**src/rtl/dclk_pkg.sv**
```systemverilog
package dclk_pkg;

    localparam int unsigned N_DIV_SRC = 3;
    localparam int unsigned N_ANA_SRC = 2;

    typedef enum logic [2:0] {
        SRC_DIV_A = 3'b000,
        SRC_DIV_B = 3'b001,
        SRC_ANA_0 = 3'b010,
        SRC_ANA_1 = 3'b011,
        SRC_DIV_C = 3'b100,
        SRC_ROW   = 3'b101,
        SRC_SYS   = 3'b110,
        SRC_NONE  = 3'b111
    } src_code_e;

    typedef struct packed {
        logic [N_DIV_SRC-1:0] div;
        logic [N_ANA_SRC-1:0] ana;
        logic                 row;
        logic                 sys;
    } src_bus_t;

    function automatic logic pick_source(src_code_e code, src_bus_t b);
        logic s;
        case (code)
            SRC_DIV_A: s = b.div[0];
            SRC_DIV_B: s = b.div[1];
            SRC_DIV_C: s = b.div[2];
            SRC_ANA_0: s = b.ana[0];
            SRC_ANA_1: s = b.ana[1];
            SRC_ROW:   s = b.row;
            SRC_SYS:   s = b.sys;
            default:   s = 1'b0;
        endcase
        return s;
    endfunction

endpackage

```
**src/rtl/dclk_row_pick.sv**
```systemverilog
module dclk_row_pick #(
    parameter int unsigned ROW_W = 16,
    localparam int unsigned SEL_W = $clog2(ROW_W)
) (
    input  logic [ROW_W-1:0] row_out,
    input  logic [SEL_W-1:0] row_sel,
    output logic             row_stb
);
    always_comb begin
        row_stb = row_out[row_sel];
    end
endmodule

```
**src/rtl/dclk_src_mux.sv**
```systemverilog
module dclk_src_mux
    import dclk_pkg::*;
(
    input  logic [2:0] src_sel,
    input  src_bus_t   srcs,
    output logic       src_stb
);
    src_code_e code;

    always_comb begin
        code    = src_code_e'(src_sel);
        src_stb = pick_source(code, srcs);
    end
endmodule

```
**src/rtl/dclk_phase_div.sv**
```systemverilog
module dclk_phase_div #(
    parameter int unsigned N_STAGES = 2
) (
    input  logic                clk,
    input  logic                rst,
    input  logic                clr,
    input  logic                stb,
    output logic [N_STAGES-1:0] phase
);
    logic [N_STAGES-1:0] cnt;

    always_ff @(posedge clk) begin
        if (rst || clr) begin
            cnt <= '0;
        end else if (stb) begin
            cnt <= cnt + 1'b1;
        end
    end

    for (genvar k = 0; k < N_STAGES; k++) begin : g_stage
        assign phase[k] = stb & (&cnt[k:0]);
    end
endmodule

```
**src/rtl/dclk_srcgen.sv**
```systemverilog
module dclk_srcgen
    import dclk_pkg::*;
#(
    parameter int unsigned ROW_W    = 16,
    parameter int unsigned N_STAGES = 2,
    localparam int unsigned SEL_W   = $clog2(ROW_W)
) (
    input  logic                 clk,
    input  logic                 rst,
    input  logic                 chan_en,
    input  logic                 cmp_bypass,
    input  logic                 cmp_clk,
    input  logic                 cfg_wr,
    input  logic [2:0]           src_sel,
    input  logic [SEL_W-1:0]     row_sel,
    input  logic [N_DIV_SRC-1:0] div_stb,
    input  logic [N_ANA_SRC-1:0] ana_clk,
    input  logic [ROW_W-1:0]     row_out,
    output logic                 clk_base,
    output logic [N_STAGES-1:0]  clk_div
);
    logic                row_stb;
    logic                src_stb;
    logic                hold;
    logic                cnt_stb;
    logic [N_STAGES-1:0] phase;
    src_bus_t            srcs;

    dclk_row_pick #(.ROW_W(ROW_W)) row_i (
        .row_out (row_out),
        .row_sel (row_sel),
        .row_stb (row_stb)
    );

    always_comb begin
        srcs.div = div_stb;
        srcs.ana = ana_clk;
        srcs.row = row_stb;
        srcs.sys = 1'b1;
    end

    dclk_src_mux mux_i (
        .src_sel (src_sel),
        .srcs    (srcs),
        .src_stb (src_stb)
    );

    // The counter is held while the channel is idle, bypassed or being reconfigured.
    assign hold    = cfg_wr | ~chan_en | cmp_bypass;
    assign cnt_stb = src_stb & ~hold;

    dclk_phase_div #(.N_STAGES(N_STAGES)) div_i (
        .clk   (clk),
        .rst   (rst),
        .clr   (hold),
        .stb   (cnt_stb),
        .phase (phase)
    );

    always_ff @(posedge clk) begin
        if (rst || cfg_wr || !chan_en) begin
            clk_base <= 1'b0;
            clk_div  <= '0;
        end else if (cmp_bypass) begin
            clk_base <= cmp_clk;
            clk_div  <= {N_STAGES{cmp_clk}};
        end else begin
            clk_base <= cnt_stb;
            clk_div  <= phase;
        end
    end
endmodule

```
**config.mk**
```make
export PLATFORM = sky130hd
export DESIGN_NAME = dclk_srcgen
export DESIGN_NICKNAME = d
export VERILOG_FILES = /design/src/rtl/dclk_pkg.sv /design/src/rtl/dclk_row_pick.sv /design/src/rtl/dclk_src_mux.sv /design/src/rtl/dclk_phase_div.sv /design/src/rtl/dclk_srcgen.sv
export SDC_FILE = /design/constraint.sdc
export NUM_CORES = 1
export LEC_CHECK = 0
export ABC_CLOCK_PERIOD_IN_PS = 4000
export BUFFER_PORTS_ARGS = -buffer_cell sky130_fd_sc_hd__clkbuf_2
export CAP_MARGIN = 20
export CELL_PAD_IN_SITES_DETAIL_PLACEMENT = 0
export CELL_PAD_IN_SITES_GLOBAL_PLACEMENT = 1
export CORE_MARGIN = 8
export CORE_UTILIZATION = 30
export CTS_BUF_LIST = sky130_fd_sc_hd__clkbuf_8 sky130_fd_sc_hd__clkbuf_16
export DETAILED_ROUTE_END_ITERATION = 8
export PLACE_DENSITY_LB_ADDON = 0.1
export SLEW_MARGIN = 10
export SYNTH_ARGS = -nofsm -noshare
export SYNTH_HDL_FRONTEND = slang
export SYNTH_SLANG_ARGS = --single-unit
```
**constraint.sdc**
```tcl
create_clock -name clk -period 4 [get_ports clk]
set_input_delay 1.2 -clock clk [delete_from_list [all_inputs] [get_ports clk]]
set_output_delay 1.2 -clock clk [all_outputs]
set_load 0.1 [all_outputs]
```
==> results list <==
- The flow ran to the end, and the final reports show no timing, DRC or antenna violations.
- Vias/cell: ~5.4
* Sequential power share: 0.266
- The path class of the tightest hold or removal check is reg -> reg.
- Counting flops with a built-in enable in the synthesized netlist gives 0.
- Clock tree sinks: 5
* WP depth: 6
- The floorplan step defined a core boundary enclosing 1670 um2.
- Number of instances resized during post-cts repair: 0
- Clock insertion delay at the later pin of the skew report: 220 ps
- Once detailed placement completed, the half-perimeter wirelength came to 1.31 mm.
- Synthesis produced a netlist with a net count of 83.
- Library cell contributing the largest single delay on the critical path: sky130_fd_sc_hd__mux4_1
- Library cell with the largest summed area after synthesis: sky130_fd_sc_hd__dfxtp_1
- Of the post-synthesis cell area, the dominant cell type holds 0.192.
- The congestion estimate from routability-driven global placement came to a little under 0.8.
* DRT iter0 DRCs: 8
* Setup violation total in the final timing report: 0
* Sequential area share after synthesis: 0.192
- Count of unique library cells instantiated by Yosys: 30
* Y dimension of the die: approximately 58 um
- End point of the critical path: div_i.cnt[1]
* Terminus of the critical flop-to-flop path: div_i.cnt[1]
- Of the total power, the share spent switching nets is 0.258.
- Slew @ Worst Pin: between 500 and 600 ps
- Of the total synthesized cell area, the portion taken by AND, OR, NAND and NOR gates is 0.260.
- Ranked by instance count, the synthesized netlist is headed by sky130_fd_sc_hd__dfxtp_1 (5), sky130_fd_sc_hd__nand3_1 (5), sky130_fd_sc_hd__mux2i_1 (4).
- Leak pwr: approximately 0.38 nW
- The first global-routing pass estimated 2.57 mm of wire.
- RSZ-0062 raised after global routing: no
- Startpoint of the most critical hold path: div_i.cnt[1]
- The via count of the first global-routing pass was ~600.
* Synthesized area divided by synthesized cell count: about 11 um2
* Critical setup path kind: in -> reg
- Ratio of cells with drive above 1 in the final layout: 0.570
- In the synthesized netlist the async set-or-reset flop fraction comes to 0.
* Compound-Gate Fraction of Synth Area: 0.224
* Clock network fraction of total power: 0.483
* Delay-heaviest family, CP: multiplexers
- Hold buffer count at cts: 0
* Pin count of the biggest net entering global routing: 9
- Counting both buffers and inverters, the worst setup path holds a total of 1.
- Across every metal layer, demand over resource in global routing totals 0.0966.
- Top flip-flop cell by instance count after synthesis: sky130_fd_sc_hd__dfxtp_1
- Ordered cell list for the critical path: clkbuf_2, mux4_1, a22oi_2, nor2_2, and3_4, a311o_1
- Switching power: just under 0.00005 W
* Final setup skew: slightly below 4 ps
* Number of clock buffers inserted by TritonCTS: 3
* GR Overflow Total: 0
- Count of state elements after synthesis: 5
- Number of warning messages in the yosys log: 0
- The number of slew-limit violations in the final report is 0.
- Number of violations of the max-capacitance limit: 0
- Of the total synthesized cell area, the portion taken by XOR and XNOR cells is 0.
- For the worst setup path, the data required time is just over 4000 ps.
- Internal power summed over all cells: 0.000142 W
* Setup Slack @ Placement: ~1200 ps
* Fraction of synthesized area in multiplexers: 0.264
- Clock Pin Slew Worst Setup and Hold Paths: roughly 30 ps
- In the final routed layout, each cell accounts on average for 14.5 um.
* Setup TNS: 0 ps
* H-tree depth: 1
- 37 I/O pins were placed.
- Peak per-stage delay on the critical path: between 500 and 600 ps
- Die width: 57.7 um
* Largest family of logic cells by synthesized area: multiplexers
* Starting density of the core: 0.312
- Final worst-path cycle share: 0.649
- Final critical-path required period: ~2600 ps
- Largest fanout on the critical path: 5
- Summing over every cut layer, the via total after detailed routing is 556.
* Final Power: between 0.00015 and 0.0002 W
- Tracing the worst setup path back leads to its startpoint at row_sel[0].
* Number of input and output port buffers inserted: 36
- The cell count after synthesis came out at 48.
- The number of antenna violations at the first check in global routing was 0.
- STA classifies the critical path endpoint as a flop.
- Critical path data arrival time: between 2000 and 3000 ps
* Total inserted antenna cells: 0
- Headroom to the max-slew limit: 0.637
- For the worst flop-to-flop path, the logic depth is 4.
- The root buffer cell chosen for the clock tree is sky130_fd_sc_hd__clkbuf_8.
- Final worst slack: 1400 ps
- Area growth from synthesis to final layout: 44.5%
* Post-synthesis share of cell area spent on full adders, half adders and majority gates: 0.0240
* Number of setup buffers added after CTS: 0
* Bufs on Longest Clock Path: 2
- CTS tree: yes
- Number of nets in the finished design: 122
- The die covers ~3300 um2.
- Ranked by total cell area, the synthesized netlist is headed by sky130_fd_sc_hd__dfxtp_1 (19%), sky130_fd_sc_hd__mux4_1 (10%), sky130_fd_sc_hd__mux4_2 (8.7%).
* Power density relative to cell area: approximately 250 nW/um2
- VDD sags by at most about 180 uV.
- For this run, the detailed router's first-pass iteration total came to 4.
* Number of design rule violations left after detail routing: 0
- The worst setup path is launched from an input port.
- Summed instance area of the synthesized netlist: approximately 520 um2
- The hold violation total from the final report was 0.
- The startpoint identified for the worst register-to-register timing path is div_i.cnt[0].
* Remaining number of nets flagged by the antenna check after routing: 0
- Achievable clock frequency: 0.385 GHz
* Comb power frac: 0.251
- Wires add up to about 1.5 mm.
* Number of standard-cell rows in the floorplan: 15
* Register-to-register setup slack: around 2800 ps
[sequential cells by signal, indices dropped and copies added, names as in the netlist]
register   flops
div_i.cnt      2
clk_base       1
clk_div        2
[power groups by stage]
| stage | clock network (W) | registers, W | logic, W |
|---|---|---|---|
| after global placement | 0 | 0.0000517 | 0.0000483 |
| after detailed placement | 0 | 0.0000517 | 0.0000486 |
| final | 0.0000926 | 0.0000509 | 0.0000481 |
| after CTS | 0.0000966 | 0.0000509 | 0.0000488 |
| after floorplan | 0 | 0.0000558 | 0.0000236 |
| after global routing | 0.0000999 | 0.0000509 | 0.0000527 |
[cell usage in the layout (no fill, tap or decap), drive strengths merged]
master and count:
clkbuf 39, nand3 5, dfxtp 5, mux2i 4
mux4 4, and3 3, nor2 3, inv 2
nor3b 2, nand3b 2, a41o 2, a311o 2
nor2b 1, o211ai 1, nor4b 1, nor4bb 1
a22oi 1, o211a 1, nand2b 1, a21oi 1
o21ai 1, a31oi 1, nand2 1, a31o 1
ha 1
[cells by family after synthesis]
| kind of cell | after synthesis |
|---|---|
| DFF | 5 |
| AOI/OAI and AO/OA | 11 |
| and+or+nand+nor | 20 |
| adders and majority gates | 1 |
| buffers and inverters | 3 |
| muxes | 8 |
[worst min path at each step]
stage                        end  cells after the start
floorplan           div_i.cnt[1]                      1
global placement    div_i.cnt[1]                      1
detailed placement  div_i.cnt[1]                      1
CTS                 div_i.cnt[1]                      1
global route        div_i.cnt[1]                      1
finish              div_i.cnt[1]                      1
[through the flow]
stage | instance area [um2] | util | std cells | hold slack, ps
detailed placement | 707 | 0.423 | 99 | 548
CTS | 752 | 0.450 | 103 | 545
finish | 752 | 0.450 | 103 | 540
floorplan | 520 | - | 48 | 494
global placement | 707 | 0.423 | 99 | 522
global route | 752 | 0.450 | 103 | 579
[worst register-to-register path, delay by kind of cell, from the launching register on]
family,cells,cell delay (ps)
adder cells (fa/ha/maj),1,330
flip-flops,1,340
multiplexers,1,70
AO/OA/AOI/OAI,1,310
AND/OR/NAND/NOR,1,70
[layer usage]
layer,part of all wire,wire [um],up-vias,GRT usage
met5,0,0,-,0
met4,0.0080,12,0,0.0315
met3,0.074,110,2,0.0486
met2,0.52,777,18,0.166
met1,0.40,594,259,0.100
li1,-,-,277,-
[layout make-up]
| type | instances | area [um2] |
|---|---|---|
| clock buffer | 3 | 41.3 |
| clock inverter | 1 | 3.75 |
| fill | 174 | 918 |
| inverter | 1 | 3.75 |
| multi-input combinational | 40 | 402 |
| sequential | 5 | 100 |
| tap | 17 | 21.3 |
| timing repair buffer | 36 | 180 |
(Power assumes the default switching activity.)
